$ cat src/rtl/i2c_evt_pkg.sv
// Package: shared bit positions and sizes for the I2C event status unit.
// Assumes an 8-bit register width and four event sources.
package i2c_evt_pkg;
    localparam int REG_W    = 8;
    localparam int N_EVT    = 4;
    // event flag positions (also used by the enable byte)
    localparam int POS_DTE  = 0;
    localparam int POS_WAIT = 1;
    localparam int POS_NACK = 2;
    localparam int POS_ARB  = 3;
    // other status positions
    localparam int POS_BUSY = 4;
    localparam int POS_SPARE = 5;
    localparam int POS_SDA  = 6;
    localparam int POS_SCL  = 7;
endpackage

$ cat src/rtl/i2c_line_sync.sv
// Module: multi-stage synchroniser for a set of asynchronous line levels.
// Assumes lines idle high; every stage resets to RESET_VAL.
module i2c_line_sync #(
    parameter int LINES     = 2,
    parameter int STAGES    = 2,
    parameter bit RESET_VAL = 1'b1
) (
    input  logic             clk,
    input  logic             rst_n,
    input  logic [LINES-1:0] raw_in,
    output logic [LINES-1:0] sync_out
);
    genvar g;
    generate
        for (g = 0; g < LINES; g++) begin : g_line
            logic [STAGES-1:0] chain;
            // shift the raw level through STAGES flops
            always_ff @(posedge clk) begin
                if (!rst_n) chain <= {STAGES{RESET_VAL}};
                else        chain <= {chain[STAGES-2:0], raw_in[g]};
            end
            assign sync_out[g] = chain[STAGES-1];
        end
    endgenerate
endmodule

$ cat src/rtl/i2c_evt_flags.sv
// Module: bank of sticky event flags with per-bit write-zero-to-clear.
// Assumes event pulses are one cycle wide; an event beats a same-cycle clear.
module i2c_evt_flags #(
    parameter int N = 4
) (
    input  logic         clk,
    input  logic         rst_n,
    input  logic         clr_all,
    input  logic [N-1:0] ev,
    input  logic         wr,
    input  logic [N-1:0] wkeep,
    output logic [N-1:0] flags
);
    genvar g;
    generate
        for (g = 0; g < N; g++) begin : g_flag
            // set on event, clear on write-zero, event has priority
            always_ff @(posedge clk) begin
                if (!rst_n || clr_all)     flags[g] <= 1'b0;
                else if (ev[g])            flags[g] <= 1'b1;
                else if (wr && !wkeep[g])  flags[g] <= 1'b0;
            end
        end
    endgenerate
endmodule

$ cat src/rtl/i2c_irq_mask.sv
// Module: interrupt enable register and masked OR reduction to one request.
// Assumes the enable register is cleared whenever the controller is disabled.
module i2c_irq_mask #(
    parameter int N = 4
) (
    input  logic         clk,
    input  logic         rst_n,
    input  logic         clr_all,
    input  logic         wr,
    input  logic [N-1:0] wdata,
    input  logic [N-1:0] flags,
    output logic [N-1:0] enables,
    output logic         irq
);
    // hold the software-written enable bits
    always_ff @(posedge clk) begin
        if (!rst_n || clr_all) enables <= '0;
        else if (wr)           enables <= wdata;
    end

    // one request when any enabled flag is set
    always_comb begin
        irq = |(flags & enables);
    end
endmodule

$ cat src/rtl/i2c_evt_irq_unit.sv
// Module: top of the I2C event status and interrupt unit.
// Collects byte-engine events into sticky flags, keeps the bus-busy flag,
// mirrors synchronised SCL/SDA and drives one level interrupt.
// Assumes all strobes and pulses are synchronous to clk.
module i2c_evt_irq_unit
    import i2c_evt_pkg::*;
#(
    parameter int SYNC_STAGES = 2
) (
    input  logic             clk,
    input  logic             rst_n,
    input  logic             ctl_enable,
    input  logic             ev_wait,
    input  logic             ev_nack,
    input  logic             ev_dte,
    input  logic             ev_arb_lost,
    input  logic             start_evt,
    input  logic             stop_done,
    input  logic             scl_in,
    input  logic             sda_in,
    input  logic             sts_wr,
    input  logic [REG_W-1:0] sts_wdata,
    input  logic             ien_wr,
    input  logic [REG_W-1:0] ien_wdata,
    output logic [REG_W-1:0] sts_rdata,
    output logic [REG_W-1:0] ien_rdata,
    output logic             irq
);
    logic             clr_all;
    logic [N_EVT-1:0] ev_vec;
    logic [N_EVT-1:0] flags;
    logic [N_EVT-1:0] enables;
    logic [1:0]       lines_sync;
    logic             busy_q;

    assign clr_all = !ctl_enable;

    // gather event pulses into their flag positions
    always_comb begin
        ev_vec           = '0;
        ev_vec[POS_DTE]  = ev_dte;
        ev_vec[POS_WAIT] = ev_wait;
        ev_vec[POS_NACK] = ev_nack;
        ev_vec[POS_ARB]  = ev_arb_lost;
    end

    i2c_line_sync #(
        .LINES    (2),
        .STAGES   (SYNC_STAGES),
        .RESET_VAL(1'b1)
    ) u_sync (
        .clk     (clk),
        .rst_n   (rst_n),
        .raw_in  ({scl_in, sda_in}),
        .sync_out(lines_sync)
    );

    i2c_evt_flags #(.N(N_EVT)) u_flags (
        .clk    (clk),
        .rst_n  (rst_n),
        .clr_all(clr_all),
        .ev     (ev_vec),
        .wr     (sts_wr),
        .wkeep  (sts_wdata[N_EVT-1:0]),
        .flags  (flags)
    );

    i2c_irq_mask #(.N(N_EVT)) u_mask (
        .clk    (clk),
        .rst_n  (rst_n),
        .clr_all(clr_all),
        .wr     (ien_wr),
        .wdata  (ien_wdata[N_EVT-1:0]),
        .flags  (flags),
        .enables(enables),
        .irq    (irq)
    );

    // busy spans START to STOP, START wins a tie
    always_ff @(posedge clk) begin
        if (!rst_n || clr_all) busy_q <= 1'b0;
        else if (start_evt)    busy_q <= 1'b1;
        else if (stop_done)    busy_q <= 1'b0;
    end

    // assemble the status byte
    always_comb begin
        sts_rdata              = '0;
        sts_rdata[N_EVT-1:0]   = flags;
        sts_rdata[POS_BUSY]    = busy_q;
        sts_rdata[POS_SPARE]   = 1'b0;
        sts_rdata[POS_SDA]     = lines_sync[0];
        sts_rdata[POS_SCL]     = lines_sync[1];
    end

    // assemble the enable byte
    always_comb begin
        ien_rdata            = '0;
        ien_rdata[N_EVT-1:0] = enables;
    end
endmodule

$ cat config.mk
export PLATFORM = sky130hd
export DESIGN_NAME = i2c_evt_irq_unit
export DESIGN_NICKNAME = d
export VERILOG_FILES = /design/src/rtl/i2c_evt_pkg.sv /design/src/rtl/i2c_line_sync.sv /design/src/rtl/i2c_evt_flags.sv /design/src/rtl/i2c_irq_mask.sv /design/src/rtl/i2c_evt_irq_unit.sv
export SDC_FILE = /design/constraint.sdc
export NUM_CORES = 1
export LEC_CHECK = 0
export ABC_AREA = 1
export BUFFER_PORTS_ARGS = -buffer_cell sky130_fd_sc_hd__buf_2
export CORE_MARGIN = 3
export CORE_UTILIZATION = 39
export DETAILED_ROUTE_END_ITERATION = 12
export MAX_ROUTING_LAYER = met4
export PLACE_DENSITY = 0.8
export SLEW_MARGIN = 20
export SYNTH_ARGS = -nofsm -noshare
export SYNTH_HDL_FRONTEND = slang
export SYNTH_HIERARCHICAL = 1
export SYNTH_SLANG_ARGS = --single-unit
$ cat constraint.sdc
create_clock -name clk -period 1.3 [get_ports clk]
set_input_delay 0.39 -clock clk [delete_from_list [all_inputs] [get_ports clk]]
set_output_delay 0.39 -clock clk [all_outputs]
set_load 0.01 [all_outputs]
Yosys cells after proc, flatten, opt, wreduce, memory -nomap -nowiden:

Index checks and enable logic that the tools add are counted.

* add/subtract/negate cells: 0
* multiply operators: 0
* divide/modulo/power cells: 0
* magnitude comparators: 0
* equal/unequal tests: 0
* shift operators: 0
* multiplexer cells: 10
* bitwise gates (word level): 1
* reduce and logical (&&, ||, !) cells: 17

Operators with widths (number)
* $mux W1: 10
* $reduce_bool A2 Y1: 5
* $logic_not A1 Y1: 6
* $and A4 B4 Y4: 1
* $logic_and A1 B1 Y1: 4
* $reduce_or A4 Y1: 1
* $logic_or A1 B1 Y1: 1

* register bits after elaboration: 13
* latch bits: 0
* RAM bits: 0
* ROM bits: 0
* input port bits: 29
* output and inout bits: 17
* word-level logic and storage cells: 36
* memories kept: 0

Logic depth before layout (Yosys ltp):

* depth in word-level cells: 4
* depth in mapped cells: 4
* depth with buffers taken out: 4

Cells and area by module:

The synthesis kept the hierarchy.

Modules (own cells, without submodules)
* i2c_irq_mask: instances 1, cells an instance 28, area each 175.2 um2, sequential area each 80.1 um2
* i2c_evt_flags: instances 1, cells an instance 26, area each 167.7 um2, sequential area each 80.1 um2
* i2c_line_sync: instances 1, cells an instance 14, area each 125.1 um2, sequential area each 80.1 um2
* i2c_evt_irq_unit: instances 1, cells an instance 14, area each 96.3 um2, sequential area each 20.0 um2

Worst setup path after synthesis:

OpenSTA, ideal clock, no wires.

* kind: reg2out
* start: register u_flags.flags[0]
* end: output irq
* arrival time: 0.613 ns
* required time: 0.910 ns
* path slack: 0.297 ns
* stages on the path, launching flop included: 5
* path buffers: 0
* cells stage by stage: dfxtp_1 nand2_1 nand2_1 inv_1 nand2_1

* longest elaborated chain between the ends: 2

Ends and longest elaborated chain
* start, declared: line i2c_evt_flags.sv:12 `output logic [N-1:0] flags`
* start signal, assigned by index: line i2c_evt_flags.sv:19 `if (!rst_n || clr_all) flags[g] <= 1'b0;`
* start signal, assigned by index: line i2c_evt_flags.sv:20 `else if (ev[g]) flags[g] <= 1'b1;`
* start signal, assigned by index: line i2c_evt_flags.sv:21 `else if (wr && !wkeep[g]) flags[g] <= 1'b0;`
* $and A4 B4 Y4: line i2c_irq_mask.sv:23 `irq = |(flags & enables);`
* $reduce_or A4 Y1: line i2c_irq_mask.sv:23
* end, declared: line i2c_evt_irq_unit.sv:27 `output logic irq`

Every way passes these cells.

Final worst setup path:

* start: register u_flags.flags[3]
* end: output irq

Same word-level chain as after synthesis.

==> results.md <==
* Outcome: complete, but fails checks
* Failing checks: negative setup slack
* CTS max path bufs at 2
* DRC Markers at 0
* CP max FO at 3
* P per Cell Area at 999 nW/µm²
* Most frequent cells in the layout: 32 x buf_2, 29 x nand2_1, 19 x inv_1
* Vias per cell at 4.14
* Top Layer Used: met4
* Share of cells above drive strength 1 at 0.432
* ANT nets after route at 0
* Total CTS buffers at 3
* Setup TNS at -0.0161 ns
* Setup slack after layout at -0.0161 ns
* # rows at 13
* Final period utilization at 1.01
* Setup slack, reg-to-reg at 0.63 ns
* H-tree depth at 1
* Synth warn at 6
* Remaining Overflow, GRT at 0
* Initial antenna violation count at 0
* Initial core utilization at 0.423
* Largest cells by area after synthesis: dfxtp_1 46%, nand2_1 21%, inv_1 13%
* Top cell type's share of synthesized area at 0.461
* Cells after synthesis at 82
* Vias in the first global route at 470
* Crit Path Class: flip-flop to output port
* Area leader, netlist: dfxtp_1
* Wire length on met2 at 574 µm
* Max Fclk at 760 MHz
* WHS Endpoint: u_sync/g_line[0].chain[0]$_SDFF_PN1_
* Die Span X at 44.0 µm
* Final core occ at 0.577
* DP Worst Slack at 0.232 ns
* Final hold violation count at 0
* HP Start: sda_in
* Vias at 550
* Post-DP HPWL at 863 µm
* Pins Over Slew Limit at 0
* Largest net degree at the start of global routing at 8
* First-pass GRT wire length at 1.70 mm
* DRT iter0 DRCs at 2
* Max IR drop VDD at 666 µV
* Worst setup SP type: flip-flop
* R2R Path End: u_mask/enables[3]$_SDFFE_PP0P_
* Diode count at 0
* Worst skew pair latency at 0.26 ns
* Cell area after synthesis at 564 µm²
* Die Height at 44.0 µm
* Post-synth cell types at 8
* RSZ-0062 raised after global routing: true
* CTS Root Cell: clkbuf_4
* Max-Cap Viols at 0
* Core ar. at 1330 µm²
* Critical Path Sink Type: output port
* TritonCTS clock tree: yes
* Synthesis-to-finish area growth at 36.4%
* Total power draw at 769 µW
* Layout Nets at 148
* Yosys reg bits at 13
* Gpl congestion at 0.682
* Critical path arrival at 0.93 ns
* Post-Route M1 WL at 427 µm
* Sequential share of the synthesized area at 0.461
* Setup Skew at 0.0000286 ns
* Port Buffers at 32
* Hold depth at 3
* Tmin final at 1.32 ns
* Critical path origin: u_flags/flags[3]$_SDFFE_PP0P_
* DRT Pass-1 Iters at 3
* Worst path required time at 0.91 ns
* Gr usage total at 0.120
* Commonest non-fill, non-tap cell in the layout: buf_2
* Wire per inst at 8.47 µm
* Leak pwr at 0.000475 µW
* Avg Cell Area, Syn at 6.88 µm²
* Die area at 1940 µm²
* Setup-failing EPs final at 1
* Hold Crit Class: input pin to flip-flop
* Total length of routed wires at 1.13 mm
* Met3 WL at 118 µm
* Worst-case reg-to-reg path depth at 3
* Worst-path clk slew at 0.07 ns
* Clock Sinks at 13
* FF-to-FF Start: u_mask/enables[3]$_SDFFE_PP0P_
* Num ports at 46
## registers in the layout (all words and copies together), names as in the netlist
name	flops
busy_q	1
u_mask/enables	4
u_flags/flags	4
u_sync/g_line.chain	4
## Yosys cell counts
master   instances
conb_1           1
a21oi_1          8
inv_1           19
a21oi_2          1
inv_2            1
dfxtp_1         13
buf_4            8
nand2_1         31
## critical path: stages, from the launching register on
cell and delay [ns]:
dfxtp_2 0.35, nand2_2 0.05, nand2_1 0.05, inv_1 0.04, nand2_1 0.05, buf_2 0.12
## kinds of logic (layout without fill, tap and decap cells)
logic type | Yosys count | in the layout | share of synthesized area
buf+inv | 28 | 60 | 0.239
flops | 13 | 13 | 0.461
simple gates | 31 | 31 | 0.206
compound gates | 9 | 9 | 0.0865
other cells | 1 | 5 | 0.00665
## what timing repair did
| item | in CTS | in global routing |
|---|---|---|
| resized for setup | 8 | 2 |
| setup endpoints to repair | 1 | 1 |
| hold buffers | 0 | 0 |
| setup buffers | 3 | 1 |
| pin swaps | 4 | 0 |
## routing by layer
metal,track usage,vias up
li1,-,294
met5,-,-
met2,0.218,24
met4,0.0542,0
met3,0.0325,2
met1,0.118,230
## final cells by class
type,count,area (µm²)
timing repair buffer,36,190
clock buffer,4,26.3
sequential,13,270
multi-input combinational,45,189
tap,15,18.8
inverter,20,75.1
fill,145,564
## stage by stage
step                      instances  hold slack [ns]  instance area (µm²)
final                           133            0.296                  769
after global routing            133            0.301                  769
after CTS                       132            0.290                  757
after detailed placement        125            0.397                  698
after global placement          125            0.383                  698
after floorplan                  86            0.380                  579
## where the power goes
| part | internal (µW) | total, µW | leakage, µW | switching (µW) |
|---|---|---|---|---|
| clock network | 118 | 237 | 0.0000150 | 118 |
| logic | 50.5 | 107 | 0.000350 | 56.9 |
| registers | 417 | 425 | 0.000110 | 8.29 |
| total | 586 | 769 | 0.000475 | 183 |
## worst max path at each step
| stage | endpoint | slack [ns] |
|---|---|---|
| finish | irq | -0.02 |
| global placement | irq | 0.25 |
| detailed placement | irq | 0.23 |
| CTS | irq | -0.01 |
| global route | irq | -0.1 |
| floorplan | irq | 0.30 |
(Power assumes the default switching activity.)
